[src/rtl/gfm_pkg.sv]
// Shared types and the gate-length decode for the gated rate meter.
package gfm_pkg;

    localparam int GATE_MS_W = 11;

    typedef enum logic [1:0] {
        GATE_20MS   = 2'b00,
        GATE_100MS  = 2'b01,
        GATE_500MS  = 2'b10,
        GATE_1000MS = 2'b11
    } gate_sel_e;

    typedef enum logic [1:0] {
        ST_IDLE,
        ST_FREQ,
        ST_SPEED
    } mtr_state_e;

    // Gate length in milliseconds for a period select code.
    function automatic logic [GATE_MS_W-1:0] gate_ms(input logic [1:0] sel);
        case (gate_sel_e'(sel))
            GATE_20MS:   return GATE_MS_W'(20);
            GATE_100MS:  return GATE_MS_W'(100);
            GATE_500MS:  return GATE_MS_W'(500);
            default:     return GATE_MS_W'(1000);
        endcase
    endfunction

endpackage

[src/rtl/gfm_gate_timer.sv]
// Gate timer: counts millisecond ticks and strobes gate_end on the tick
// that completes the selected gate length.
// Assumes tick_ms is a single-cycle strobe. A shorter period selected
// mid-gate closes the gate on the next tick.
module gfm_gate_timer
    import gfm_pkg::*;
#(
    parameter int MS_W = GATE_MS_W
) (
    input  logic       clk,
    input  logic       rst_n,
    input  logic       tick_ms,
    input  logic [1:0] period_sel,
    output logic       gate_end
);

    logic [MS_W-1:0] ms_cnt;
    logic [MS_W-1:0] gate_len;

    assign gate_len = MS_W'(gate_ms(period_sel));
    assign gate_end = tick_ms && (ms_cnt >= gate_len - 1'b1);

    // Advance the millisecond count, wrapping at the end of each gate.
    always_ff @(posedge clk) begin
        if (!rst_n) begin
            ms_cnt <= '0;
        end else if (tick_ms) begin
            ms_cnt <= gate_end ? '0 : ms_cnt + 1'b1;
        end
    end

    // the gate counter only moves on a millisecond tick
    p_cnt_idle_without_tick_r1: assert property (@(posedge clk) disable iff (!rst_n)
        !tick_ms |=> $stable(ms_cnt));

endmodule

[src/rtl/gfm_edge_accum.sv]
// Step accumulator: sums signed steps over a gate, captures the total in
// the cycle the gate closes, and restarts from zero in the same cycle.
// Assumes step is a single-cycle strobe qualified by dir (1 = forward).
module gfm_edge_accum #(
    parameter int CNT_W = 32
) (
    input  logic                    clk,
    input  logic                    rst_n,
    input  logic                    step,
    input  logic                    dir,
    input  logic                    gate_end,
    output logic signed [CNT_W-1:0] gate_count,
    output logic                    count_stb
);

    logic signed [CNT_W-1:0] acc;
    logic signed [CNT_W-1:0] delta;

    // Signed contribution of this cycle's step.
    always_comb begin
        if (!step)     delta = '0;
        else if (dir)  delta = CNT_W'(1);
        else           delta = '1;
    end

    // Accumulate steps and hand the gate total over when the gate closes.
    always_ff @(posedge clk) begin
        if (!rst_n) begin
            acc        <= '0;
            gate_count <= '0;
            count_stb  <= 1'b0;
        end else begin
            count_stb <= gate_end;
            if (gate_end) begin
                gate_count <= acc + delta;
                acc        <= '0;
            end else begin
                acc <= acc + delta;
            end
        end
    end

    // a new gate starts empty when no step shares the closing cycle
    p_accum_restart_r4: assert property (@(posedge clk) disable iff (!rst_n)
        gate_end && !step |=> acc == '0);

endmodule

[src/rtl/gfm_seq_div.sv]
// Restoring divider: one quotient bit per cycle, W cycles per division.
// done pulses for one cycle with the quotient in place. A zero divisor
// yields an all-ones quotient, which the caller must mask.
module gfm_seq_div #(
    parameter int W = 56
) (
    input  logic         clk,
    input  logic         rst_n,
    input  logic         start,
    input  logic [W-1:0] dividend,
    input  logic [W-1:0] divisor,
    output logic         busy,
    output logic         done,
    output logic [W-1:0] quotient
);

    localparam int CW = $clog2(W + 1);

    logic [W:0]    rem;
    logic [W:0]    rem_sh;
    logic [W:0]    diff;
    logic          fits;
    logic [W-1:0]  dsr;
    logic [CW-1:0] bits_left;

    // Trial subtraction for the next quotient bit.
    always_comb begin
        rem_sh = {rem[W-1:0], quotient[W-1]};
        diff   = rem_sh - {1'b0, dsr};
        fits   = !diff[W];
    end

    // Load operands on start, then shift in one quotient bit per cycle.
    always_ff @(posedge clk) begin
        if (!rst_n) begin
            rem       <= '0;
            quotient  <= '0;
            dsr       <= '0;
            bits_left <= '0;
            busy      <= 1'b0;
            done      <= 1'b0;
        end else if (start) begin
            rem       <= '0;
            quotient  <= dividend;
            dsr       <= divisor;
            bits_left <= CW'(W);
            busy      <= 1'b1;
            done      <= 1'b0;
        end else if (busy) begin
            rem       <= fits ? diff : rem_sh;
            quotient  <= {quotient[W-2:0], fits};
            bits_left <= bits_left - 1'b1;
            if (bits_left == CW'(1)) begin
                busy <= 1'b0;
                done <= 1'b1;
            end
        end else begin
            done <= 1'b0;
        end
    end

    // each division completes with a single done strobe
    p_div_done_single_r2: assert property (@(posedge clk) disable iff (!rst_n)
        done |=> !done);

endmodule

[src/rtl/gated_freq_meter.sv]
// Gated rate and speed meter for one encoder channel.
// Counts net steps over a 20/100/500/1000 ms gate, then reuses one
// sequential divider twice: hertz = |count|*1000/gate_ms, and
// speed = hertz*60*2^16/counts_per_rev, signed by net direction.
// Assumes the gate is longer than two divisions (2*DIV_W+2 cycles).
module gated_freq_meter
    import gfm_pkg::*;
#(
    parameter int CNT_W  = 32,
    parameter int FREQ_W = 32,
    parameter int RES_W  = 16,
    parameter int FRAC_W = 16,
    parameter int MS_W   = GATE_MS_W
) (
    input  logic                                  clk,
    input  logic                                  rst_n,
    input  logic                                  tick_ms,
    input  logic                                  step,
    input  logic                                  dir,
    input  logic [1:0]                            period_sel,
    input  logic [RES_W-1:0]                      counts_per_rev,
    output logic [FREQ_W-1:0]                     freq_hz,
    output logic signed [FREQ_W+8+FRAC_W-1:0]     speed_rpm,
    output logic                                  result_valid,
    output logic                                  res_err
);

    localparam int DIV_W    = FREQ_W + 8 + FRAC_W;
    localparam int HZ_SCALE = 1000;
    localparam int SEC_MIN  = 60;

    logic                    gate_end;
    logic signed [CNT_W-1:0] gate_count;
    logic                    count_stb;
    logic [CNT_W-1:0]        mag_now;
    mtr_state_e              state;
    logic                    neg_l;
    logic [RES_W-1:0]        res_l;
    logic [FREQ_W-1:0]       freq_l;
    logic                    div_start;
    logic [DIV_W-1:0]        div_dividend;
    logic [DIV_W-1:0]        div_divisor;
    logic                    div_busy;
    logic                    div_done;
    logic [DIV_W-1:0]        div_quot;

    gfm_gate_timer #(.MS_W(MS_W)) u_gate (
        .clk        (clk),
        .rst_n      (rst_n),
        .tick_ms    (tick_ms),
        .period_sel (period_sel),
        .gate_end   (gate_end)
    );

    gfm_edge_accum #(.CNT_W(CNT_W)) u_accum (
        .clk        (clk),
        .rst_n      (rst_n),
        .step       (step),
        .dir        (dir),
        .gate_end   (gate_end),
        .gate_count (gate_count),
        .count_stb  (count_stb)
    );

    gfm_seq_div #(.W(DIV_W)) u_div (
        .clk      (clk),
        .rst_n    (rst_n),
        .start    (div_start),
        .dividend (div_dividend),
        .divisor  (div_divisor),
        .busy     (div_busy),
        .done     (div_done),
        .quotient (div_quot)
    );

    // Magnitude of the captured gate count.
    assign mag_now = gate_count[CNT_W-1] ? $unsigned(-gate_count) : $unsigned(gate_count);

    // Select divider operands: rate pass from idle, speed pass after it.
    always_comb begin
        div_start = 1'b0;
        if (state == ST_IDLE) begin
            div_start    = count_stb;
            div_dividend = DIV_W'(mag_now) * DIV_W'(HZ_SCALE);
            div_divisor  = DIV_W'(gate_ms(period_sel));
        end else begin
            div_start    = (state == ST_FREQ) && div_done;
            div_dividend = (DIV_W'(div_quot[FREQ_W-1:0]) * DIV_W'(SEC_MIN)) << FRAC_W;
            div_divisor  = DIV_W'(res_l);
        end
    end

    // Sequence the two divisions and publish both results together.
    always_ff @(posedge clk) begin
        if (!rst_n) begin
            state        <= ST_IDLE;
            neg_l        <= 1'b0;
            res_l        <= '0;
            freq_l       <= '0;
            freq_hz      <= '0;
            speed_rpm    <= '0;
            result_valid <= 1'b0;
            res_err      <= 1'b0;
        end else begin
            result_valid <= 1'b0;
            case (state)
                ST_IDLE: begin
                    if (count_stb) begin
                        neg_l <= gate_count[CNT_W-1];
                        res_l <= counts_per_rev;
                        state <= ST_FREQ;
                    end
                end
                ST_FREQ: begin
                    if (div_done) begin
                        freq_l <= div_quot[FREQ_W-1:0];
                        state  <= ST_SPEED;
                    end
                end
                ST_SPEED: begin
                    if (div_done) begin
                        freq_hz      <= freq_l;
                        result_valid <= 1'b1;
                        res_err      <= (res_l == '0);
                        if (res_l == '0)
                            speed_rpm <= '0;
                        else if (neg_l)
                            speed_rpm <= -$signed(div_quot);
                        else
                            speed_rpm <= $signed(div_quot);
                        state <= ST_IDLE;
                    end
                end
                default: state <= ST_IDLE;
            endcase
        end
    end

    // a new gate total never arrives while a computation is in flight
    p_no_overlap_r2: assert property (@(posedge clk) disable iff (!rst_n)
        count_stb |-> state == ST_IDLE);

    // the update strobe lasts a single cycle
    p_valid_pulse_r5: assert property (@(posedge clk) disable iff (!rst_n)
        result_valid |=> !result_valid);

    // the rate output moves only together with the strobe
    p_freq_hold_r5: assert property (@(posedge clk) disable iff (!rst_n)
        !result_valid |-> $stable(freq_hz));

    // a reverse speed implies a nonzero rate
    p_sign_needs_rate_r6: assert property (@(posedge clk) disable iff (!rst_n)
        result_valid && (speed_rpm < 0) |-> freq_hz != '0);

    // a flagged resolution publishes zero speed
    p_err_zero_speed_r8: assert property (@(posedge clk) disable iff (!rst_n)
        result_valid && res_err |-> speed_rpm == '0);

endmodule

[config.mk]
export PLATFORM = sky130hd
export DESIGN_NAME = gated_freq_meter
export DESIGN_NICKNAME = d
export VERILOG_FILES = /design/src/rtl/gfm_pkg.sv /design/src/rtl/gfm_gate_timer.sv /design/src/rtl/gfm_edge_accum.sv /design/src/rtl/gfm_seq_div.sv /design/src/rtl/gated_freq_meter.sv
export SDC_FILE = /design/constraint.sdc
export NUM_CORES = 1
export LEC_CHECK = 0
export ABC_AREA = 1
export BUFFER_PORTS_ARGS = -buffer_cell sky130_fd_sc_hd__buf_2
export CAP_MARGIN = 20
export CORE_ASPECT_RATIO = 0.7
export CORE_MARGIN = 2
export CORE_UTILIZATION = 65
export DETAILED_ROUTE_END_ITERATION = 12
export GPL_ROUTABILITY_DRIVEN = 0
export GPL_TIMING_DRIVEN = 0
export PLACE_DENSITY = 0.81
export REMOVE_ABC_BUFFERS = 1
export SLEW_MARGIN = 25
export SYNTH_ARGS = -nofsm -noshare
export SYNTH_HDL_FRONTEND = slang
export SYNTH_HIERARCHICAL = 1
export SYNTH_SLANG_ARGS = --single-unit
export TNS_END_PERCENT = 50
[constraint.sdc]
create_clock -name clk -period 6.6 [get_ports clk]
set_input_delay 0.33 -clock clk [delete_from_list [all_inputs] [get_ports clk]]
set_output_delay 0.33 -clock clk [all_outputs]
set_load 0.05 [all_outputs]
==> impl_results.html, run 1 <==
<table>
<tr><th>Metric</th><th>Value</th></tr>
<tr><th colspan="2">Die</th></tr>
<tr><td>Area of the die</td><td>56200 sq um</td></tr>
<tr><td>CORE AREA</td><td>53700 sq um</td></tr>
<tr><td>DIE WIDTH</td><td>282 microns</td></tr>
<tr><td>Initial Util</td><td>65.8%</td></tr>
<tr><td>Die span in y</td><td>199 microns</td></tr>
<tr><td>Number of placed I/O pins</td><td>113</td></tr>
<tr><td>Number of cell rows</td><td>71</td></tr>
<tr><th colspan="2">Synth</th></tr>
<tr><td>Yosys top cell by area</td><td>dfxtp_1</td></tr>
<tr><td>Synth top area share</td><td>22.3%</td></tr>
<tr><td>Post-synth EDFFs</td><td>0</td></tr>
<tr><td>Primary FF master, synth</td><td>dfxtp_1</td></tr>
<tr><td>Yosys reg bits</td><td>393</td></tr>
<tr><td>Post-synth ARST share</td><td>0%</td></tr>
<tr><td>Cell count after synthesis</td><td>5654</td></tr>
<tr><td>Yosys warning count</td><td>6</td></tr>
<tr><td>Avg Inst Size Synth</td><td>6.24 sq um</td></tr>
<tr><td>Top area cells in the synthesized netlist</td><td>dfxtp_1, nand2_1, inv_1, fa_1, ha_1</td></tr>
<tr><td>Number of different library cells in the post-synthesis netlist</td><td>58</td></tr>
<tr><td>Share of synthesized area occupied by flip-flops and latches</td><td>22.3%</td></tr>
<tr><td>Netlist area before placement</td><td>35300 sq um</td></tr>
<tr><th colspan="2">Cells and area</th></tr>
<tr><td>Layout cell share with drive strength beyond 1</td><td>5.97%</td></tr>
<tr><td>Relative area change from synthesis to final layout</td><td>7.64%</td></tr>
<tr><td>Final Net Count</td><td>6107</td></tr>
<tr><td>Number of diodes added for antenna fixing</td><td>0</td></tr>
<tr><th colspan="2">Power</th></tr>
<tr><td>Leakage Power</td><td>19.8 nW</td></tr>
<tr><td>Int Pwr</td><td>0.00381 W</td></tr>
<tr><td>Worst vdd rail ir drop</td><td>0.218 mV</td></tr>
<tr><td>PnR Total Power</td><td>0.00515 W</td></tr>
<tr><td>Combinational group share of total power</td><td>7.9%</td></tr>
<tr><td>Switching pwr</td><td>0.00135 W</td></tr>
<tr><td>Net switching fraction of the power</td><td>26.1%</td></tr>
<tr><td>Power share of the sequential group</td><td>47.0%</td></tr>
<tr><td>Clock network fraction of design power</td><td>45.1%</td></tr>
<tr><td>PD cells</td><td>136 nW/um^2</td></tr>
<tr><th colspan="2">Timing</th></tr>
<tr><td>Share of the clock period used by the worst path after layout</td><td>92.7%</td></tr>
<tr><td>Time the worst path needs with I/O delays and setup</td><td>6120 ps</td></tr>
<tr><td>Worst max-slew margin expressed relative to the limit</td><td>39.2%</td></tr>
<tr><td>Setup-violating endpoint count in the final report</td><td>0</td></tr>
<tr><td>Hold slack final</td><td>39.1 ps</td></tr>
<tr><td>TNS Setup</td><td>0 ps</td></tr>
<tr><td>Total count of max-transition violations in the final report</td><td>0</td></tr>
<tr><td>Highest clock rate</td><td>163 MHz</td></tr>
<tr><td>Clock skew after layout</td><td>22.8 ps</td></tr>
<tr><td>Pin slew with the least headroom to its limit</td><td>911 ps</td></tr>
<tr><td>Hold Vio Cnt, Final</td><td>0</td></tr>
<tr><th colspan="2">Drt</th></tr>
<tr><td>Avg WL per Cell</td><td>15.6 microns</td></tr>
<tr><td>Vias</td><td>35500</td></tr>
<tr><td>Initial DRC Count</td><td>4191</td></tr>
<tr><td>Antenna viol nets, final</td><td>0</td></tr>
<tr><td>Number of design rule violations left after detail routing</td><td>0</td></tr>
<tr><td>DR vias/cell</td><td>5.49</td></tr>
<tr><td>Total iterations of the first detailed-routing run</td><td>6</td></tr>
<tr><td>Sum of routed wire length over all layers</td><td>101000 microns</td></tr>
<tr><th colspan="2">Flow run</th></tr>
<tr><td>Max Cap Viol</td><td>0</td></tr>
<tr><th colspan="2">GRT</th></tr>
<tr><td>Wire length of the first global-routing pass</td><td>162000 microns</td></tr>
<tr><td>Antenna violations before repair</td><td>0</td></tr>
<tr><td>Total GRT Usage</td><td>35.8%</td></tr>
<tr><td>Maximum number of pins on one net before global-route repair</td><td>104</td></tr>
<tr><td>Via count of the first global-routing pass</td><td>31700</td></tr>
<tr><td>Global-route congestion overflow total</td><td>0</td></tr>
<tr><th colspan="2">Placed design</th></tr>
<tr><td>Placed wire-length estimate after detailed placement</td><td>77300 microns</td></tr>
<tr><td>Number of buffers added on ports</td><td>112</td></tr>
<tr><th colspan="2">Worst setup path</th></tr>
<tr><td>Crit Path Class</td><td>register to register</td></tr>
<tr><td>Arrival time of data at the critical path endpoint</td><td>6600 ps</td></tr>
<tr><td>Crit-path cells</td><td>inv_2 -&gt; nor2_1 -&gt; xor2_1 -&gt; fa_1 -&gt; fa_1 -&gt; inv_1 -&gt; fa_1 -&gt; inv_1 -&gt; fa_1 -&gt; ha_1 -&gt; nand2_1 -&gt; nand2_1 -&gt; nand2_1 -&gt; nand2_1 -&gt; nand2_1 -&gt; nand3_1 -&gt; nand2_1 -&gt; nand2_1 -&gt; o21ai_1 -&gt; o21ai_0 -&gt; nand2_1 -&gt; o21ai_0 -&gt; o21ai_0 -&gt; inv_1</td></tr>
<tr><td>Slowest library cell on the worst path</td><td>dfxtp_4</td></tr>
<tr><td>Critical register-to-register path startpoint</td><td>u_accum/gate_count[31]</td></tr>
<tr><td>Most numerous cell on the critical path</td><td>nand2_1</td></tr>
<tr><td>Required @ worst endpoint</td><td>7080 ps</td></tr>
<tr><td>Crit start category</td><td>register</td></tr>
<tr><td>Element type at the critical path end</td><td>register</td></tr>
<tr><td>Internal reg-to-reg setup slack</td><td>480 ps</td></tr>
<tr><td>Delay contributed by the slowest stage of the critical path</td><td>660 ps</td></tr>
<tr><td>Worst reg-to-reg path cell count</td><td>24</td></tr>
<tr><td>Terminus of the critical flop-to-flop path</td><td>u_div/quotient[24]</td></tr>
<tr><td>Maximum fanout along the worst path</td><td>36</td></tr>
<tr><th colspan="2">Clocking</th></tr>
<tr><td>Root Driver</td><td>clkbuf_16</td></tr>
<tr><td>Count of hold-fix buffers inserted at cts</td><td>0</td></tr>
<tr><td>Clock latency at the later pin of the worst-skew pair</td><td>590 ps</td></tr>
<tr><td>TritonCTS clock tree</td><td>built</td></tr>
<tr><td>Clock transition at path regs</td><td>70 ps</td></tr>
<tr><td>Number of buffers inserted by post-CTS setup repair</td><td>0</td></tr>
<tr><td>TritonCTS buffer count</td><td>40</td></tr>
<tr><td>Number of resized instances in the post-cts repair step</td><td>0</td></tr>
<tr><td>Sinks on Clock Net</td><td>393</td></tr>
<tr><td>CTS Buffer Depth</td><td>3</td></tr>
<tr><td>H-tree depth</td><td>2</td></tr>
<tr><th colspan="2">Min path</th></tr>
<tr><td>Worst hold path endpoint</td><td>res_l[15]</td></tr>
<tr><td>Hold_sp</td><td>counts_per_rev[15]</td></tr>
<tr><td>Number of instances on the worst hold path</td><td>3</td></tr>
<tr><td>Kind of path behind the tightest hold check</td><td>primary input to register</td></tr>
<tr><th colspan="2">Outcome</th></tr>
<tr><td>Status</td><td>finished clean</td></tr>
</table>
==> metal layers <==
metal  share of wire, %  up-vias  track usage [%]  wire length (microns)
met5              0.079        -             1.15                     80
met3                 14      151             10.1                  13600
met4                1.8        2             6.98                   1840
met2                 38     1718             50.1                  38700
met1                 46    16000             54.1                  46500
li1                   -    17600                -                      -
==> how the worst max path moves through the flow <==
stage / startpoint / end / cells past startpoint
after floorplan: state[0] / u_div/dsr[10] / 6
after global placement: state[0] / u_div/dsr[5] / 6
after CTS: u_accum/gate_count[31] / u_div/quotient[24] / 22
after global routing: u_accum/gate_count[31] / u_div/quotient[24] / 24
final: u_accum/gate_count[31] / u_div/quotient[24] / 24
after detailed placement: u_accum/gate_count[31] / u_div/quotient[24] / 22
==> cells in the mapped netlist (10+ instances only) <==
| master | n |
|---|---|
| a21boi_0 | 12 |
| a21oi_1 | 393 |
| a22oi_1 | 12 |
| a41oi_1 | 22 |
| and2_1 | 10 |
| buf_2 | 19 |
| clkbuf_1 | 110 |
| dfxtp_1 | 393 |
| fa_1 | 161 |
| ha_1 | 212 |
| inv_1 | 1027 |
| inv_2 | 21 |
| nand2_1 | 1733 |
| nand2_2 | 28 |
| nand3_1 | 334 |
| nand3_2 | 11 |
| nand3b_1 | 15 |
| nand4_1 | 54 |
| nor2_1 | 479 |
| nor2_2 | 30 |
| nor3_1 | 35 |
| o211ai_1 | 12 |
| o21ai_0 | 293 |
| o21bai_1 | 17 |
| o221ai_1 | 14 |
| xnor2_1 | 33 |
| xor2_1 | 67 |
==> through the flow <==
step	instance area [sq um]	instances	setup slack (ps)	utilization, %
finish	38000	6472	482	70.8
global route	38000	6472	-6.76	70.8
CTS	37900	6472	187	70.6
detailed placement	36600	6399	202	68.2
global placement	36200	6385	-4030	67.5
floorplan	34700	5543	585	-
==> flip-flops by register name (all words and copies together) (netlist names) <==
register            count
freq_hz                32
freq_l                 32
neg_l                   1
res_err                 1
res_l                  16
result_valid            1
speed_rpm              56
state                   2
u_accum/acc            32
u_accum/count_stb       1
u_accum/gate_count     32
u_div/bits_left         6
u_div/busy              1
u_div/done              1
u_div/dsr              56
u_div/quotient         56
u_div/rem              56
u_gate/ms_cnt          11
==> layout by cell type, fill, tap and decap left out, types with 10 or more instances in the layout <==
cell type,synthesis,routed
a21boi_0,12,12
a21oi_1,393,393
a22oi_1,12,12
a41oi_1,22,22
and2_1,10,10
buf_2,19,111
clkbuf_16,0,40
clkinv_2,0,15
conb_1,2,46
dfxtp_1,393,389
fa_1,161,161
ha_1,212,212
inv_1,1027,1020
inv_2,21,24
nand2_1,1733,1731
nand2_2,28,27
nand3_1,334,333
nand3_2,11,11
nand3b_1,15,15
nand4_1,54,54
nor2_1,479,475
nor2_2,30,31
nor3_1,35,35
o211ai_1,12,12
o21ai_0,293,292
o21bai_1,17,17
o221ai_1,14,14
xnor2_1,33,31
xor2_1,67,62
xor2_2,5,10
==> kinds of logic (layout without fill, tap and decap cells) <==
| logic type | after synthesis | count (layout) | synth area share (%) |
|---|---|---|---|
| adders and majority gates | 373 | 373 | 16.7 |
| buffers and inverters | 1208 | 1252 | 13.2 |
| other | 2 | 46 | 0.0213 |
| muxes | 1 | 1 | 0.0284 |
| AOI/OAI and AO/OA | 823 | 823 | 12.8 |
| xor gates and xnor gates | 109 | 109 | 3.02 |
| DFF | 393 | 393 | 22.3 |
| and+or+nand+nor | 2745 | 2745 | 32.0 |
==> final cells by class <==
cell class / count / area, sq um
fillers: 4843 / 15700
clock inverters: 24 / 230
flip-flops and latches: 393 / 7880
well taps: 730 / 913
clock buffers: 49 / 1070
repair buffers: 126 / 865
inverters: 1053 / 3970
multi-input cells: 4097 / 23100
==> power by group through the flow <==
stage / Clock, W / Combinational, W / Sequential, W
floorplan: 0 / 0.000284 / 0.00247
global placement: 0 / 0.000386 / 0.00247
global route: 0.00245 / 0.000458 / 0.00242
finish: 0.00232 / 0.000407 / 0.00242
CTS: 0.00235 / 0.000398 / 0.00242
detailed placement: 0 / 0.000394 / 0.00248
==> critical path: cells and delay by family (launching register included) <==
kind | cells | cell delay, ps
buffers and inverters | 4 | 400
flip-flops | 1 | 660
adder cells (fa/ha/maj) | 5 | 2440
AO/OA/AOI/OAI | 4 | 900
AND/OR/NAND/NOR | 10 | 1030
XOR/XNOR | 1 | 570
Note: power is estimated with default switching activity, not from simulation.
==> run 2: changes to the inputs <==
Settings changed: CORE_UTILIZATION 65 to 45, PLACE_DENSITY 0.81 to 0.59, RECOVER_POWER set to 100, SLEW_MARGIN 25 to unset.
==> impl_results.html, run 2 (synthesis gave the netlist of run 1 again) <==
<table>
<tr><th>Metric</th><th>Value</th></tr>
<tr><th colspan="2">Outcome</th></tr>
<tr><td>Status</td><td>finished with violations</td></tr>
<tr><td>Violated checks</td><td>capacitance limit, slew limit</td></tr>
<tr><th colspan="2">Cells and area</th></tr>
<tr><td>Top library cells by usage in the layout, fill and taps aside</td><td>nand2_1, inv_1, nor2_1, a21oi_1, dfxtp_1</td></tr>
<tr><td>Number of diodes added for antenna fixing</td><td>0 (unchanged)</td></tr>
<tr><td>Leading cell type in the layout, fill and taps excluded</td><td>nand2_1</td></tr>
<tr><td>Fin cells</td><td>6812 (+5.3%)</td></tr>
<tr><td>Number of inserted filler cells in the final layout</td><td>8267 (+71%)</td></tr>
<tr><td>Area of the multi-input gates</td><td>23000 sq um (-0.29%)</td></tr>
<tr><td>Storage cell area</td><td>7880 sq um (about the same)</td></tr>
<tr><td>Relative area change from synthesis to final layout</td><td>8.82%</td></tr>
<tr><td>Final Net Count</td><td>6131 (+0.39%)</td></tr>
<tr><td>Layout cell share with drive strength beyond 1</td><td>4.26% (-1.7 points)</td></tr>
<tr><td>Post-route core utilization</td><td>49.7% (-21 points)</td></tr>
<tr><th colspan="2">Timing</th></tr>
<tr><td>Hold Vio Cnt, Final</td><td>0 (unchanged)</td></tr>
<tr><td>Pin slew with the least headroom to its limit</td><td>1960 ps (+1050 ps)</td></tr>
<tr><td>Total count of max-transition violations in the final report</td><td>195 (+195)</td></tr>
<tr><td>RSZ-0062 raised after global routing</td><td>no</td></tr>
<tr><td>Setup-violating endpoint count in the final report</td><td>0 (unchanged)</td></tr>
<tr><td>Clock skew after layout</td><td>29.6 ps (+6.84 ps)</td></tr>
<tr><td>Time the worst path needs with I/O delays and setup</td><td>6240 ps (+121 ps)</td></tr>
<tr><td>Share of the clock period used by the worst path after layout</td><td>94.5% (+1.8 points)</td></tr>
<tr><td>Worst max-slew margin expressed relative to the limit</td><td>-30.8% (-70 points)</td></tr>
<tr><td>Hold slack final</td><td>36.7 ps (-2.39 ps)</td></tr>
<tr><td>Highest clock rate</td><td>160 MHz (-1.9%)</td></tr>
<tr><th colspan="2">Worst setup path</th></tr>
<tr><td>CP top delay family</td><td>adder cells</td></tr>
<tr><td>Terminus of the critical flop-to-flop path</td><td>u_div/quotient[34]</td></tr>
<tr><td>Crit Path Class</td><td>register to register</td></tr>
<tr><td>Crit-path cells</td><td>inv_2 -&gt; nand2_1 -&gt; nor2_2 -&gt; nand3_1 -&gt; o31ai_2 -&gt; xor2_2 -&gt; inv_1 -&gt; fa_1 -&gt; fa_1 -&gt; fa_1 -&gt; fa_1 -&gt; inv_1 -&gt; ha_1 -&gt; nand2_1 -&gt; nor2_1 -&gt; nand2_1 -&gt; nor4_1 -&gt; nand2_1 -&gt; nand3_1 -&gt; nand3_1 -&gt; nand2_1 -&gt; nand2_1 -&gt; a31o_2 -&gt; inv_1</td></tr>
<tr><td>Timing startpoint of the critical path</td><td>u_accum/gate_count[0]</td></tr>
<tr><td>Worst reg-to-reg path cell count</td><td>24 (unchanged)</td></tr>
<tr><td>Arrival time of data at the critical path endpoint</td><td>6780 ps (+180 ps)</td></tr>
<tr><td>Required @ worst endpoint</td><td>7140 ps (+60 ps)</td></tr>
<tr><td>Delay contributed by the slowest stage of the critical path</td><td>590 ps (-70 ps)</td></tr>
<tr><td>Most numerous cell on the critical path</td><td>nand2_1</td></tr>
<tr><td>CP Depth</td><td>24 (unchanged)</td></tr>
<tr><td>Maximum fanout along the worst path</td><td>6 (-83%)</td></tr>
<tr><td>Slowest library cell on the worst path</td><td>fa_1</td></tr>
<tr><td>Timing endpoint of the critical path</td><td>u_div/quotient[34]</td></tr>
<tr><td>Element type at the critical path end</td><td>register</td></tr>
<tr><td>Critical register-to-register path startpoint</td><td>u_accum/gate_count[0]</td></tr>
<tr><td>Bufs and invs on worst path</td><td>4 (unchanged)</td></tr>
<tr><td>Internal reg-to-reg setup slack</td><td>360 ps (-120 ps)</td></tr>
<tr><td>Crit start category</td><td>register</td></tr>
<tr><th colspan="2">Power</th></tr>
<tr><td>Leakage Power</td><td>19.5 nW (-1.7%)</td></tr>
<tr><td>PnR Total Power</td><td>0.00532 W (+3.2%)</td></tr>
<tr><td>PD cells</td><td>139 nW/um^2 (+2.1%)</td></tr>
<tr><td>Worst vdd rail ir drop</td><td>0.146 mV (-33%)</td></tr>
<tr><th colspan="2">Drt</th></tr>
<tr><td>Initial DRC Count</td><td>3119 (-26%)</td></tr>
<tr><td>Avg WL per Cell</td><td>15.7 microns (+0.80%)</td></tr>
<tr><td>Total iterations of the first detailed-routing run</td><td>6 (unchanged)</td></tr>
<tr><td>Vias</td><td>34300 (-3.6%)</td></tr>
<tr><td>Antenna viol nets, final</td><td>0 (unchanged)</td></tr>
<tr><td>DR vias/cell</td><td>5.03 (-8.4%)</td></tr>
<tr><td>Number of design rule violations left after detail routing</td><td>0 (unchanged)</td></tr>
<tr><td>Sum of routed wire length over all layers</td><td>107000 microns (+6.1%)</td></tr>
<tr><th colspan="2">Die</th></tr>
<tr><td>Area of the die</td><td>80700 sq um (+44%)</td></tr>
<tr><td>DIE WIDTH</td><td>339 microns (+20%)</td></tr>
<tr><td>Die span in y</td><td>238 microns (+20%)</td></tr>
<tr><td>Number of placed I/O pins</td><td>113 (unchanged)</td></tr>
<tr><td>CORE AREA</td><td>77200 sq um (+44%)</td></tr>
<tr><td>Number of cell rows</td><td>85 (+20%)</td></tr>
<tr><td>Initial Util</td><td>45.7% (-20 points)</td></tr>
<tr><th colspan="2">Clocking</th></tr>
<tr><td>Clock transition at path regs</td><td>70 ps (about the same)</td></tr>
<tr><td>H-tree depth</td><td>2 (unchanged)</td></tr>
<tr><td>Clock latency at the later pin of the worst-skew pair</td><td>610 ps (+20 ps)</td></tr>
<tr><td>Root Driver</td><td>clkbuf_16</td></tr>
<tr><td>CTS Buffer Depth</td><td>3 (unchanged)</td></tr>
<tr><td>TritonCTS buffer count</td><td>43 (+7.5%)</td></tr>
<tr><td>Sinks on Clock Net</td><td>393 (unchanged)</td></tr>
<tr><td>TritonCTS clock tree</td><td>built</td></tr>
<tr><th colspan="2">GRT</th></tr>
<tr><td>Wire length of the first global-routing pass</td><td>171000 microns (+5.8%)</td></tr>
<tr><td>Total GRT Usage</td><td>26.4% (-9.4 points)</td></tr>
<tr><td>Maximum number of pins on one net before global-route repair</td><td>127 (+22%)</td></tr>
<tr><td>Via count of the first global-routing pass</td><td>31000 (-2.4%)</td></tr>
<tr><td>Antenna violations before repair</td><td>0 (unchanged)</td></tr>
<tr><td>Global-route congestion overflow total</td><td>0 (unchanged)</td></tr>
<tr><th colspan="2">Placed design</th></tr>
<tr><td>Placed wire-length estimate after detailed placement</td><td>84200 microns (+8.8%)</td></tr>
<tr><td>Cells after DPL</td><td>6719 (+5.0%)</td></tr>
<tr><td>Number of buffers added on ports</td><td>112 (unchanged)</td></tr>
<tr><th colspan="2">Min path</th></tr>
<tr><td>Hold_sp</td><td>counts_per_rev[7]</td></tr>
<tr><td>Kind of path behind the tightest hold check</td><td>primary input to register</td></tr>
<tr><td>Number of instances on the worst hold path</td><td>3 (unchanged)</td></tr>
<tr><th colspan="2">Flow run</th></tr>
<tr><td>Max Cap Viol</td><td>6 (+6)</td></tr>
</table>
## run 2: cell count changes in the layout (fill, tap and decap cells not counted), sizes merged
cell,change
clkinv,-6
clkbuf,+107
dlygate4sd3,+10
buf,-90
clkinvlp,+1
bufinv,-1
inv,+5
## run 2: layout make-up
cell class	instances	area share, %
clock inverters	23	0.603
clock buffers	55	3.08
flip-flops and latches	393	20.5
well taps	1044	3.40
inverters	1053	10.3
repair buffers	147	2.24
multi-input cells	4097	59.9
## run 2: tightest hold or removal path, cell delays in order
cell and delay (ps):
buf_2 70, o21ai_0 80, a21oi_1 120
## run 2: routing by layer
layer  global-route usage [%]  vias up  part of all wire, %
met4                     4.48        0                  1.4
met1                     43.4    15400                   54
met5                        0        -                    0
met3                     5.62       75                  9.0
li1                         -    17700                    -
met2                     34.2     1052                   35
## run 2: metrics by stage
step	cell area, sq um	worst slack (ps)	setup TNS (ps)
2_1_floorplan	34700	585	0
3_3_place_gp	36600	-4960	-697140
3_5_place_dp	37100	77.7	0
4_1_cts	38600	33.2	0
5_1_grt	38400	2.04	0
6_report	38400	361	0
## run 2: worst min-delay path by stage
stage,to,slack (ps)
global placement,freq_hz[9],440
global route,res_l[7],40
CTS,res_l[7],0.3
finish,res_l[7],40
floorplan,u_div/quotient[10],430
detailed placement,freq_hz[3],450
## run 2: power breakdown
part	leakage (nW)	switching (W)	total (W)	internal (W)
logic	15.6	0.000293	0.000414	0.000121
clock network	0.691	0.00111	0.00248	0.00137
registers	3.17	0.0000170	0.00242	0.00240
## run 2: repair_timing
item | CTS | global route
hold buffers | 10 | 0
endpoints found under the setup margin | 0 | 22
setup buffers | 0 | 3
endpoints found under the hold margin | 10 | 0
resized for setup | 0 | 17
